## src/rtl/wdu_pkg.sv

```systemverilog
package wdu_pkg;
  typedef enum logic [1:0] {
    SEL_CTRL   = 2'd0,
    SEL_CFG    = 2'd1,
    SEL_CNT_LO = 2'd2,
    SEL_CNT_HI = 2'd3
  } wdu_sel_e;

  localparam int NUM_SRC          = 4;
  localparam int CTRL_STATUS_BIT  = 0;
  localparam int CTRL_FORCE_BIT   = 1;
  localparam int CTRL_SRC_LSB     = 4;
  localparam int CFG_UNIT_SEC_BIT = 7;
  localparam int CFG_KBD_RST_BIT  = 6;
  localparam int CFG_TMO_EVT_BIT  = 5;
  localparam int CFG_PWR_RST_BIT  = 4;
endpackage

```

## src/rtl/wdu_rst_sync.sv

```systemverilog
module wdu_rst_sync (
  input  logic clk,
  input  logic rst_n_in,
  output logic rst_n_out
);
  logic [1:0] sync_q;

  always_ff @(posedge clk or negedge rst_n_in) begin
    if (!rst_n_in) sync_q <= 2'b00;
    else           sync_q <= {sync_q[0], 1'b1};
  end

  assign rst_n_out = sync_q[1];
endmodule

```

## src/rtl/wdu_keepalive.sv

```systemverilog
module wdu_keepalive #(
  parameter int KA_DELAY = 5000,
  parameter int NUM_SRC  = 4
) (
  input  logic               clk,
  input  logic               rst_n,
  input  logic [NUM_SRC-1:0] src_en,
  input  logic [NUM_SRC-1:0] src_evt,
  output logic               reload
);
  localparam int KA_W = $clog2(KA_DELAY + 1);

  logic [NUM_SRC-1:0] hit_vec;
  logic               hit;
  logic [KA_W-1:0]    ka_q, ka_d;
  logic               ka_en;

  for (genvar i = 0; i < NUM_SRC; i++) begin : g_src
    assign hit_vec[i] = src_en[i] & src_evt[i];
  end

  always_comb begin
    hit    = |hit_vec;
    ka_en  = hit || (ka_q != '0);
    ka_d   = ka_q;
    if (ka_q == '0) begin
      if (hit) ka_d = KA_W'(KA_DELAY);
    end else begin
      ka_d = ka_q - KA_W'(1);
    end
    reload = (ka_q == KA_W'(1));
  end

  always_ff @(posedge clk or negedge rst_n) begin
    if (!rst_n)     ka_q <= '0;
    else if (ka_en) ka_q <= ka_d;
  end
endmodule

```

## src/rtl/wdu_counter.sv

```systemverilog
module wdu_counter #(
  parameter int CNT_W    = 16,
  parameter int MIN_SECS = 60
) (
  input  logic             clk,
  input  logic             rst_n,
  input  logic             load,
  input  logic [CNT_W-1:0] load_val,
  input  logic             reload,
  input  logic [CNT_W-1:0] preset,
  input  logic             force_exp,
  input  logic             sec_tick,
  input  logic             unit_sec,
  output logic [CNT_W-1:0] cnt,
  output logic             expire
);
  localparam int MIN_W = (MIN_SECS > 1) ? $clog2(MIN_SECS) : 1;
  localparam logic [MIN_W-1:0] MIN_LAST = MIN_W'(MIN_SECS - 1);

  logic [CNT_W-1:0] cnt_q, cnt_d;
  logic [MIN_W-1:0] min_q, min_d;
  logic             running, unit_tick, refill, cnt_en;

  always_comb begin
    running   = (cnt_q != '0);
    unit_tick = sec_tick && (unit_sec || (min_q == MIN_LAST));
    refill    = reload && running;
    expire    = !load && (force_exp ||
                (running && !refill && unit_tick && (cnt_q == CNT_W'(1))));
    cnt_en    = load || force_exp || refill || (running && sec_tick);
    cnt_d     = cnt_q;
    min_d     = min_q;
    if (load) begin
      cnt_d = load_val;
      min_d = '0;
    end else if (force_exp) begin
      cnt_d = '0;
      min_d = '0;
    end else if (refill) begin
      cnt_d = preset;
      min_d = '0;
    end else if (running && sec_tick) begin
      if (unit_tick) cnt_d = cnt_q - CNT_W'(1);
      if (!unit_sec) min_d = (min_q == MIN_LAST) ? '0 : min_q + MIN_W'(1);
    end
  end

  always_ff @(posedge clk or negedge rst_n) begin
    if (!rst_n) begin
      cnt_q <= '0;
      min_q <= '0;
    end else if (cnt_en) begin
      cnt_q <= cnt_d;
      min_q <= min_d;
    end
  end

  assign cnt = cnt_q;
endmodule

```

## src/rtl/unit_watchdog.sv

```systemverilog
module unit_watchdog
  import wdu_pkg::*;
#(
  parameter int CNT_W    = 16,
  parameter int MIN_SECS = 60,
  parameter int KA_DELAY = 5000
) (
  input  logic       clk,
  input  logic       rst_n,
  input  logic       wr_en,
  input  logic [1:0] wr_sel,
  input  logic [7:0] wr_data,
  input  logic [1:0] rd_sel,
  output logic [7:0] rd_data,
  input  logic       sec_tick,
  input  logic       ir_evt,
  input  logic       mouse_evt,
  input  logic       kbd_evt,
  input  logic       gp_rd_evt,
  output logic       kbd_rst_o,
  output logic       pwr_rst_o,
  output logic       tmo_evt_o,
  output logic [3:0] irq_route_o
);
  logic             rst_s_n;
  logic             wr_ctrl, wr_cfg, wr_lo, wr_hi;
  logic [NUM_SRC-1:0] src_en_q;
  logic [1:0]       ctrl_rsv_q;
  logic             status_q, status_d;
  logic [7:0]       cfg_q;
  logic [CNT_W-1:0] preset_q, preset_d;
  logic             cnt_load, force_exp, ka_reload, expire;
  logic [CNT_W-1:0] cnt_w;
  logic [7:0]       cnt_hi_rd;
  logic             kbd_q, pwr_q, tmo_q;
  logic             kbd_d, pwr_d, tmo_d;

  wdu_rst_sync u_rst_sync (
    .clk      (clk),
    .rst_n_in (rst_n),
    .rst_n_out(rst_s_n)
  );

  always_comb begin
    wr_ctrl   = wr_en && (wr_sel == SEL_CTRL);
    wr_cfg    = wr_en && (wr_sel == SEL_CFG);
    wr_lo     = wr_en && (wr_sel == SEL_CNT_LO);
    wr_hi     = wr_en && (wr_sel == SEL_CNT_HI);
    force_exp = wr_ctrl && wr_data[CTRL_FORCE_BIT];
  end

  if (CNT_W > 8) begin : g_wide
    always_comb begin
      preset_d = preset_q;
      if (wr_lo) preset_d[7:0]       = wr_data;
      if (wr_hi) preset_d[CNT_W-1:8] = wr_data[CNT_W-9:0];
    end
    assign cnt_load  = wr_lo | wr_hi;
    assign cnt_hi_rd = 8'(cnt_w[CNT_W-1:8]);
  end else begin : g_narrow
    always_comb begin
      preset_d = preset_q;
      if (wr_lo) preset_d = wr_data[CNT_W-1:0];
    end
    assign cnt_load  = wr_lo;
    assign cnt_hi_rd = 8'h00;
  end

  wdu_keepalive #(
    .KA_DELAY(KA_DELAY),
    .NUM_SRC (NUM_SRC)
  ) u_keepalive (
    .clk    (clk),
    .rst_n  (rst_s_n),
    .src_en (src_en_q),
    .src_evt({ir_evt, mouse_evt, kbd_evt, gp_rd_evt}),
    .reload (ka_reload)
  );

  wdu_counter #(
    .CNT_W   (CNT_W),
    .MIN_SECS(MIN_SECS)
  ) u_counter (
    .clk      (clk),
    .rst_n    (rst_s_n),
    .load     (cnt_load),
    .load_val (preset_d),
    .reload   (ka_reload),
    .preset   (preset_q),
    .force_exp(force_exp),
    .sec_tick (sec_tick),
    .unit_sec (cfg_q[CFG_UNIT_SEC_BIT]),
    .cnt      (cnt_w),
    .expire   (expire)
  );

  always_comb begin
    status_d = expire | (status_q & ~(wr_ctrl & ~wr_data[CTRL_STATUS_BIT]));
    kbd_d    = expire & cfg_q[CFG_KBD_RST_BIT];
    pwr_d    = expire & cfg_q[CFG_PWR_RST_BIT];
    tmo_d    = expire & cfg_q[CFG_TMO_EVT_BIT];
  end

  always_ff @(posedge clk or negedge rst_s_n) begin
    if (!rst_s_n) begin
      src_en_q   <= '0;
      ctrl_rsv_q <= '0;
      cfg_q      <= '0;
      preset_q   <= '0;
      status_q   <= 1'b0;
      kbd_q      <= 1'b0;
      pwr_q      <= 1'b0;
      tmo_q      <= 1'b0;
    end else begin
      if (wr_ctrl) begin
        src_en_q   <= wr_data[CTRL_SRC_LSB +: NUM_SRC];
        ctrl_rsv_q <= wr_data[3:2];
      end
      if (wr_cfg)   cfg_q    <= wr_data;
      if (cnt_load) preset_q <= preset_d;
      status_q <= status_d;
      kbd_q    <= kbd_d;
      pwr_q    <= pwr_d;
      tmo_q    <= tmo_d;
    end
  end

  always_comb begin
    case (rd_sel)
      SEL_CTRL:   rd_data = {src_en_q, ctrl_rsv_q, 1'b0, status_q};
      SEL_CFG:    rd_data = cfg_q;
      SEL_CNT_LO: rd_data = cnt_w[7:0];
      default:    rd_data = cnt_hi_rd;
    endcase
  end

  assign kbd_rst_o   = kbd_q;
  assign pwr_rst_o   = pwr_q;
  assign tmo_evt_o   = tmo_q;
  assign irq_route_o = cfg_q[3:0];
endmodule

```

## config.mk

```make
export PLATFORM = sky130hd
export DESIGN_NAME = unit_watchdog
export DESIGN_NICKNAME = d
export VERILOG_FILES = /design/src/rtl/wdu_pkg.sv /design/src/rtl/wdu_rst_sync.sv /design/src/rtl/wdu_keepalive.sv /design/src/rtl/wdu_counter.sv /design/src/rtl/unit_watchdog.sv
export SDC_FILE = /design/constraint.sdc
export NUM_CORES = 1
export LEC_CHECK = 0
export ABC_AREA = 0
export BUFFER_PORTS_ARGS = -buffer_cell sky130_fd_sc_hd__buf_2
export CAP_MARGIN = 10
export CORE_ASPECT_RATIO = 0.5
export CORE_MARGIN = 1.5
export CORE_UTILIZATION = 60
export CTS_CLUSTER_SIZE = 16
export DETAILED_ROUTE_END_ITERATION = 10
export GPL_TIMING_DRIVEN = 0
export MAX_ROUTING_LAYER = met4
export PLACE_DENSITY = 0.8
export SETUP_SLACK_MARGIN = 0.2
export SYNTH_ARGS = -nofsm -noshare
export SYNTH_HDL_FRONTEND = slang
export SYNTH_SLANG_ARGS = --single-unit
```

## constraint.sdc

```tcl
create_clock -name clk -period 3.3 [get_ports clk]
set_input_delay 0.33 -clock clk [delete_from_list [all_inputs] [get_ports clk]]
set_output_delay 0.33 -clock clk [all_outputs]
set_load 0.01 [all_outputs]
```

==> results of run 1 <==
## Yosys cell counts, types with 6 or more instances
library cell,number
nand2_1,26
xor2_1,9
xnor2_1,7
o21ai_0,21
o22a_1,8
ha_1,7
nand2b_1,6
mux2i_1,14
nand3_1,10
dfrtp_1,71
mux4_2,7
clkbuf_1,6
mux2_2,33
inv_1,6
nor3_1,8
nor2_1,25
a21oi_1,21
## area by class of cell
| class | count | area, um^2 | share of cell area, % |
|---|---|---|---|
| Buffer | 18 | 108 | 2.30 |
| Clock buffer | 11 | 243 | 5.18 |
| Clock inverter | 5 | 104 | 2.22 |
| Inverter | 6 | 22.5 | 0.481 |
| Multi-Input combinational cell | 283 | 2140 | 45.6 |
| Sequential cell | 71 | 1780 | 38.0 |
| Tap cell | 88 | 110 | 2.35 |
| Timing Repair Buffer | 34 | 178 | 3.79 |
## power breakdown
group	switching (mW)	leakage [nW]	internal (mW)
clock network	0.383	0.170	0.760
registers	0.164	0.869	1.01
logic	0.279	1.00	0.313
total	0.825	2.04	2.08
## metrics by stage
| stage | std cells | total power [mW] | util (%) |
|---|---|---|---|
| after CTS | 516 | 2.91 | 74.5 |
| final | 516 | 2.91 | 74.5 |
| after detailed placement | 499 | 1.75 | 68.9 |
| after floorplan | 378 | 1.57 | - |
| after global placement | 498 | 1.73 | 68.7 |
| after global routing | 516 | 3.02 | 74.5 |
## critical path: stages, from the launching register on
cell,delay [ps]
dfrtp_1,440
inv_1,130
ha_1,210
or4b_1,440
or4_4,470
nand3_2,160
buf_4,230
o21ai_0,150
a21oi_1,270
o22a_1,180
## routing by layer
metal	vias to the layer above	wire (um)
met3	37	973
met1	1627	4350
met2	163	4780
li1	1494	-
met5	-	0
met4	0	289
## kinds of logic after synthesis
family / count (synthesis) / synth area share, %
xor+xnor: 16 / 3.47
simple gates: 119 / 16.2
other cells: 1 / 0.0927
fa+ha+maj: 7 / 2.17
flops: 71 / 43.9
compound gates: 86 / 14.4
mux: 54 / 16.6
buf+inv: 24 / 3.22
## state kept, by name (all words and copies together) (netlist names)
signal / count
cfg_q: 8
ctrl_rsv_q: 2
kbd_rst_o: 1
preset_q: 16
pwr_rst_o: 1
src_en_q: 4
status_q: 1
tmo_evt_o: 1
u_counter.cnt: 16
u_counter.min_q: 6
u_keepalive.ka_q: 13
u_rst_sync.sync_q: 2
## layout by cell type, fill, tap and decap left out, drive strengths merged, types with 3 or more instances in the layout
master	instances
a22o	3
xnor2	7
nor2	25
ha	7
o22a	8
dfrtp	71
inv	7
or3	4
bufinv	3
o31ai	4
a21o	3
a31oi	5
nand2	26
a21oi	22
and3	3
buf	45
and2	4
a221o	3
nor3b	4
o21ai	22
mux2i	14
or2	4
a211oi	5
clkbuf	17
nand2b	6
or4	7
mux4	7
xor2	9
nor4	6
nand3	11
nor3	8
nor2b	4
mux2	33
## timing repair
item	CTS	global route
hold buffers	1	0
hold endpoints to repair	2	0
resized for setup	0	0
## how the worst min path moves through the flow
stage	slack (ps)	start	cells past startpoint	endpoint
detailed placement	120	rst_n	1	u_rst_sync.sync_q[0]
global placement	110	rst_n	1	u_rst_sync.sync_q[0]
CTS	290	rst_n	2	u_rst_sync.sync_q[1]
floorplan	30	rst_n	0	u_rst_sync.sync_q[0]
global route	320	rst_n	2	u_rst_sync.sync_q[1]
finish	300	wr_data[2]	2	cfg_q[2]
==> results.py, run 1 <==
metrics = {
    "worst_setup_path": {
        "critPathMaxFanout": 10,
        "cp.arrival_ps": 3030,
        "critPathCaptureType": "flop",
        "required_ps": 3580,
        "worstSetupStartpoint": "u_counter.cnt[0]",
        "critPathLaunchType": "flop",
        "cp-endpoint": "u_counter.cnt[10]",
        "crit_type": "flop to flop",
        "rrSetupSlack_ps": 540,
        "worstReg2RegStart": "u_counter.cnt[0]",
        "regToRegEndpoint": "u_counter.cnt[10]",
        "rr_worst_depth": 9,
    },
    "cts": {
        "clock-root-buffer": "clkbuf_16",
        "clkTransAtPathRegs_ps": 50,
        "cts.path.max_buffers": 2,
        "cts_sinks": 71,
        "htreeDepth": 3,
        "numCtsBuffers": 9,
        "cts_setup_buffers": 0,
        "clkLatencyLatePin_ps": 350,
        "cts_tree": "yes",
    },
    "timing": {
        "fmax_mhz": 363,
        "max_slew_margin_pct": 36.4,
        "tightest_slew_ps": 952,
        "setup_viol": 0,
        "finClkSkew_ps": 7.00,
        "rsz0062_at_grt": "no",
        "hold_ws_ps": 305,
        "timing.final.hold_violations": 0,
        "fin_tns_setup_ps": 0,
        "period_share_pct": 83.6,
        "worst_slack_ps": 543,
        "slew_violations": 0,
        "period_minus_slack_ps": 2760,
    },
    "drt": {
        "wl_per_cell_um": 20.1,
        "drt_iter0_markers": 336,
        "drc_errors": 0,
        "ant_nets": 0,
        "vias": 3321,
        "vias_per_cell": 6.44,
        "routed_wirelength_um": 10400,
        "first_pass_iters": 5,
    },
    "placed_design": {
        "hpwl_um": 6980,
        "place_area_um2": 4330,
        "port_buffers": 32,
        "dpl_worst_slack_ps": 693,
        "place.gp.congestion": 0.946,
    },
    "pwr": {
        "ir_drop_mv": 0.396,
        "p_per_area_nw_per_um2": 621,
        "p_leak_nw": 2.04,
    },
    "hold_path": {
        "min-delay-path-class": "input port to flop",
    },
    "synth": {
        "syn_nets": 405,
        "ys_warn_count": 0,
        "async_flop_share_pct": 100,
        "synth_ff_type": "dfrtp_1",
        "syn-cell-area_um2": 4040,
        "synth-edff-count": 0,
        "synth_top_area_share_pct": 43.9,
        "yosys.area.top_type": "dfrtp_1",
        "synth.distinct_cells": 57,
        "ys_ff_latch": 71,
        "synth_cells": 378,
        "synthTopCellsByArea": "dfrtp_1, mux2_2, mux4_2, mux2i_1, a21oi_1",
        "seq_area_frac_synth_pct": 43.9,
        "syn_area_per_cell_um2": 10.7,
    },
    "cells_and_area": {
        "area_growth_pct": 15.8,
        "final_nets": 450,
        "n_antenna_cell": 0,
        "layout-drive-gt1-share_pct": 26.2,
        "fin_area_um2": 4680,
        "nFillCells": 448,
    },
    "die": {
        "initial_core_util_pct": 64.4,
        "die_w_um": 119,
        "rows": 20,
        "core_area_um2": 6280,
        "dieArea_um2": 7270,
        "die_h_um": 61.1,
        "ioPinCount": 35,
    },
    "global_routing": {
        "grtUsageTotal_pct": 32.7,
        "met2_usage_pct": 51.9,
        "grt_busiest_layer": "met2",
        "antenna_found_initial": 0,
        "grt_max_degree": 70,
        "overflow": 0,
        "use_met3_pct": 10.2,
        "grt_pass1_vias": 3329,
        "use_met1_pct": 39.0,
        "grt_pass1_wl_um": 16900,
    },
    "status": {
        "status": "finished clean",
    },
    "job": {
        "maxCapViolations": 0,
    },
}
(Power assumes the default switching activity.)
==> run 2, diff against run 1 <==
- clock period: 3.3 -> 2.6 ns (I/O delays scaled with it)
==> run 2 against run 1 <==
Register-to-register slack worse by 450 ps. Utilization up 6.5 points. Final area up 8.7%. Sequential power increased by 28%. Sequential cell count unchanged. Critical endpoint is now u_counter.cnt[3]. Non-clock buffer count grew 22. Global-route usage grew 2.7 points. Die area stayed put. First-iteration DRC count grew 13%.
==> results.py, run 2 (synthesis gave the netlist of run 1 again) <==
metrics = {
    "global_routing": {
        "grtUsageTotal_pct": 35.4,
        "grt_pass1_vias": 3518,
        "grt_max_degree": 70,
        "overflow": 0,
        "antenna_found_initial": 0,
        "grt_pass1_wl_um": 18100,
    },
    "drt": {
        "ant_nets": 0,
        "wl_per_cell_um": 21.8,
        "drc_errors": 0,
        "first_pass_iters": 5,
        "wl_met2_um": 5380,
        "drt_iter0_markers": 378,
        "vias_per_cell": 6.64,
        "wl_met3_um": 1210,
        "wl_met1_um": 4590,
        "routed.top_layer": "met4",
        "routed_wirelength_um": 11700,
        "vias": 3574,
    },
    "die": {
        "initial_core_util_pct": 64.4,
        "rows": 20,
        "die_h_um": 61.1,
        "core_area_um2": 6280,
        "die_w_um": 119,
        "ioPinCount": 35,
        "dieArea_um2": 7270,
    },
    "worst_setup_path": {
        "required_ps": 2860,
        "worst_path_largest_cell_delay_ps": 550,
        "cpMaxStageDelayCell": "or4_4",
        "cp.arrival_ps": 2770,
        "path_delay_family": "simple AND/OR/NAND/NOR gates",
        "critPathCaptureType": "flop",
        "critPathLaunchType": "flop",
        "crit_buf_inv": 3,
        "crit_type": "flop to flop",
        "critPathMaxFanout": 6,
        "cp_cell_sequence": "inv_2, ha_4, or4b_1, or4_4, nand3_4, buf_8, buf_16, o211ai_1, a31oi_1",
    },
    "cts": {
        "cts_sinks": 71,
        "cts.path.max_buffers": 2,
        "cts_tree": "yes",
        "numCtsBuffers": 9,
        "clkLatencyLatePin_ps": 350,
        "htreeDepth": 3,
        "clkTransAtPathRegs_ps": 60,
        "clock-root-buffer": "clkbuf_16",
    },
    "cells_and_area": {
        "layout-drive-gt1-share_pct": 36.2,
        "final_nets": 472,
        "final_cell_mix": "dfrtp_1, buf_2, mux2_2",
        "nFillCells": 364,
        "layout_commonest_cell": "dfrtp_1",
        "area_growth_pct": 25.8,
        "n_antenna_cell": 0,
    },
    "pwr": {
        "p_per_area_nw_per_um2": 755,
        "power_mw": 3.84,
        "ir_drop_mv": 0.509,
        "p_leak_nw": 2.23,
    },
    "hold_path": {
        "min-delay-path-class": "input port to flop",
    },
    "status": {
        "status": "finished clean",
    },
    "timing": {
        "fmax_mhz": 399,
        "slew_violations": 0,
        "timing.final.hold_violations": 0,
        "max_slew_margin_pct": 30.3,
        "period_share_pct": 96.5,
        "hold_ws_ps": 232,
        "finClkSkew_ps": 5.98,
        "rsz0062_at_grt": "yes",
        "tightest_slew_ps": 1040,
        "period_minus_slack_ps": 2510,
        "setup_viol": 0,
    },
    "placed_design": {
        "hpwl_um": 6980,
        "port_buffers": 32,
        "place.gp.congestion": 0.946,
    },
    "job": {
        "maxCapViolations": 0,
    },
}
==> run 2: final timing paths <==
check,from,to,slack [ps],cells after the start
worst max register to register,u_counter.cnt[1],u_counter.cnt[3],90,9
worst min-delay path,wr_data[2],cfg_q[2],230,2
worst max-delay path,u_counter.cnt[1],u_counter.cnt[3],90,9
min in group asynchronous,rst_n,u_rst_sync.sync_q[1],250,2
max in group asynchronous,u_rst_sync.sync_q[1],u_counter.cnt[4],1490,0
worst min register to register,u_rst_sync.sync_q[0],u_rst_sync.sync_q[1],360,0
==> run 2: area by class of cell <==
cell class / count / area [um^2] / share of cell area (%)
Multi-Input combinational cell: 283 / 2290 / 44.9
Sequential cell: 71 / 1780 / 35.1
Timing Repair Buffer: 56 / 414 / 8.14
Clock buffer: 11 / 243 / 4.77
Buffer: 18 / 124 / 2.43
Tap cell: 88 / 110 / 2.16
Clock inverter: 5 / 104 / 2.04
Inverter: 6 / 22.5 / 0.443
==> run 2: per-stage QoR <==
stage | TNS (ps) | worst slack, ps | util (%) | cells | area, um^2
floorplan | 0 | 252 | - | 378 | 4040
global placement | -17480 | -258 | 68.7 | 498 | 4310
detailed placement | -6.90 | -6.90 | 68.9 | 499 | 4330
CTS | 0 | 111 | 78.7 | 530 | 4940
global route | 0 | 34.7 | 81.0 | 538 | 5090
finish | 0 | 91.9 | 81.0 | 538 | 5090
==> run 2: per-layer routing <==
layer / global-route usage [%] / vias up
met1: 40.8 / 1723
met4: 19.6 / 0
met5: - / -
li1: - / 1540
met2: 56.8 / 238
met3: 11.5 / 73
==> run 2: power by group <==
part	total, mW	internal (mW)	switching [mW]
Combinational	0.889	0.460	0.429
Clock	1.45	0.965	0.486
Sequential	1.50	1.28	0.215
==> run 2: timing repair <==
| action | 4_1_cts | 5_1_grt |
|---|---|---|
| gates cloned | 3 | 0 |
| pin swaps | 13 | 11 |
| setup buffers | 11 | 8 |
| hold buffers | 1 | 0 |
| setup endpoints to repair | 20 | 28 |
| endpoints found under the hold margin | 2 | 0 |
| resized for setup | 27 | 28 |
==> run 3, diff against run 2 <==
- CORE_UTILIZATION: 60 -> 38
- PLACE_DENSITY: 0.8 -> 0.55
==> run 3 against run 2 <==
Sequential power about the same. Combinational power is 3.4% lower. Register-to-register slack gained 30 ps. First-iteration DRC count shrank 53%. Power decreased by 9.2%. Sequential share of layout area increased by 1.4 points. Global-route usage down 15 points. Critical path depth shrank 3. Hold slack improved by 0.66 ps. Count of clock-buffer cells in the layout up 2. Largest power group unchanged. Highest routed layer unchanged.
==> results.py, run 3 (synthesis gave the netlist of run 1 again) <==
metrics = {
    "status": {
        "status": "finished clean",
    },
    "cts": {
        "clkLatencyLatePin_ps": 340,
        "cts_sinks": 71,
        "cts_tree": "yes",
        "cts.path.max_buffers": 2,
        "clock-root-buffer": "clkbuf_16",
        "clkTransAtPathRegs_ps": 60,
        "numCtsBuffers": 9,
        "htreeDepth": 3,
    },
    "timing": {
        "tightest_slew_ps": 927,
        "setup_viol": 0,
        "timing.final.hold_violations": 0,
        "hold_ws_ps": 233,
        "period_minus_slack_ps": 2480,
        "finClkSkew_ps": 5.74,
        "fmax_mhz": 403,
        "worst_slack_ps": 119,
        "period_share_pct": 95.4,
        "max_slew_margin_pct": 38.2,
        "slew_violations": 0,
        "rsz0062_at_grt": "yes",
    },
    "cells_and_area": {
        "n_antenna_cell": 0,
        "final_cell_mix": "dfrtp_1, buf_2, mux2_2",
        "layout-drive-gt1-share_pct": 32.5,
        "final_nets": 461,
        "area_growth_pct": 21.1,
        "layout_commonest_cell": "dfrtp_1",
    },
    "worst_setup_path": {
        "cpMaxStageDelayCell": "or4_4",
        "crit_type": "flop to flop",
        "critPathMaxFanout": 5,
        "rr_worst_depth": 6,
        "worst_path_largest_cell_delay_ps": 610,
        "cp_cell_sequence": "or4_4, or4_4, nand3_4, mux2_4, a22oi_2, o22ai_1",
        "critPathCaptureType": "flop",
        "cp_common_cell": "or4_4",
        "critPathLaunchType": "flop",
        "cp.arrival_ps": 2660,
        "required_ps": 2780,
    },
    "global_routing": {
        "grtUsageTotal_pct": 20.7,
        "overflow": 0,
        "grt_pass1_vias": 3127,
        "grt_pass1_wl_um": 17100,
        "grt_max_degree": 43,
        "antenna_found_initial": 0,
    },
    "drt": {
        "first_pass_iters": 4,
        "drc_errors": 0,
        "vias": 3190,
        "routed_wirelength_um": 10600,
        "wl_per_cell_um": 18.4,
        "vias_per_cell": 5.53,
        "drt_iter0_markers": 176,
        "ant_nets": 0,
    },
    "die": {
        "ioPinCount": 35,
        "initial_core_util_pct": 39.3,
        "die_w_um": 149,
        "dieArea_um2": 11300,
        "die_h_um": 75.9,
        "rows": 26,
        "core_area_um2": 10300,
    },
    "placed_design": {
        "port_buffers": 32,
        "dpl_worst_slack_ps": -51.6,
        "place.gp.congestion": 0.873,
        "hpwl_um": 7300,
    },
    "pwr": {
        "p_leak_nw": 2.10,
        "p_per_area_nw_per_um2": 712,
        "ir_drop_mv": 0.301,
    },
    "hold_path": {
        "min-delay-path-class": "input port to async pin",
    },
    "job": {
        "maxCapViolations": 0,
    },
}
==> run 3: cell count changes in the layout (fill, tap and decap cells not counted), sizes merged <==
| cell | previous run | this run |
|---|---|---|
| clkbuf | 16 | 19 |
| buf | 68 | 56 |
| bufinv | 3 | 0 |
| inv | 7 | 6 |
==> run 3: power by group <==
group	internal [mW]	switching [mW]	total, mW
sequential	1.29	0.185	1.47
combinational	0.464	0.396	0.859
clock	0.712	0.446	1.16
total	2.46	1.03	3.49
==> run 3: cell type report <==
| class | count | area [um^2] |
|---|---|---|
| clock inverter | 1 | 5.00 |
| buffer | 18 | 123 |
| inverter | 6 | 22.5 |
| sequential | 71 | 1780 |
| tap | 140 | 175 |
| multi-input combinational | 283 | 2240 |
| fill | 992 | 5380 |
| timing repair buffer | 45 | 280 |
| clock buffer | 13 | 270 |
==> run 3: what timing repair did <==
| item | CTS | global route |
|---|---|---|
| resized for setup | 17 | 12 |
| pin swaps | 4 | 2 |
| hold buffers | 1 | 0 |
| endpoints found under the hold margin | 2 | 0 |
| setup endpoints to repair | 21 | 24 |
| setup buffers | 4 | 7 |
==> run 3: layer usage <==
layer,track usage [%],up-vias,share of wire [%]
met5,-,-,0
met4,5.15,0,1.0
met3,5.48,13,4.9
met2,30.0,54,45
met1,28.9,1609,49
li1,-,1514,-
==> run 3: path summary, 6_finish.rpt <==
path	from	end	slack, ps
min reg2reg	u_rst_sync.sync_q[1]	u_counter.cnt[12]	270
min	rst_n	u_rst_sync.sync_q[0]	230
max	u_counter.cnt[4]	u_counter.cnt[9]	120
min in group clk	wr_data[2]	preset_q[2]	230
max reg2reg	u_counter.cnt[4]	u_counter.cnt[9]	120
max in group asynchronous	u_rst_sync.sync_q[1]	u_counter.cnt[9]	1770
==> run 3: metrics by stage <==
| stage | TNS, ps | std cells | util, % | instance area (um^2) | power, mW |
|---|---|---|---|---|---|
| floorplan | 0 | 378 | - | 4040 | 1.99 |
| finish | 0 | 577 | 47.7 | 4900 | 3.49 |
| detailed placement | -233 | 551 | 43.0 | 4420 | 2.24 |
| global placement | -35990 | 550 | 42.6 | 4380 | 2.23 |
| global route | 0 | 577 | 47.7 | 4900 | 3.68 |
| CTS | 0 | 570 | 46.6 | 4790 | 3.46 |
==> run 3: critical path: cells and delay by family, from the launching register on <==
kind,cells,cell delay [ps]
AO/OA/AOI/OAI,2,240
multiplexers,1,310
flip-flops,1,430
AND/OR/NAND/NOR,3,1340
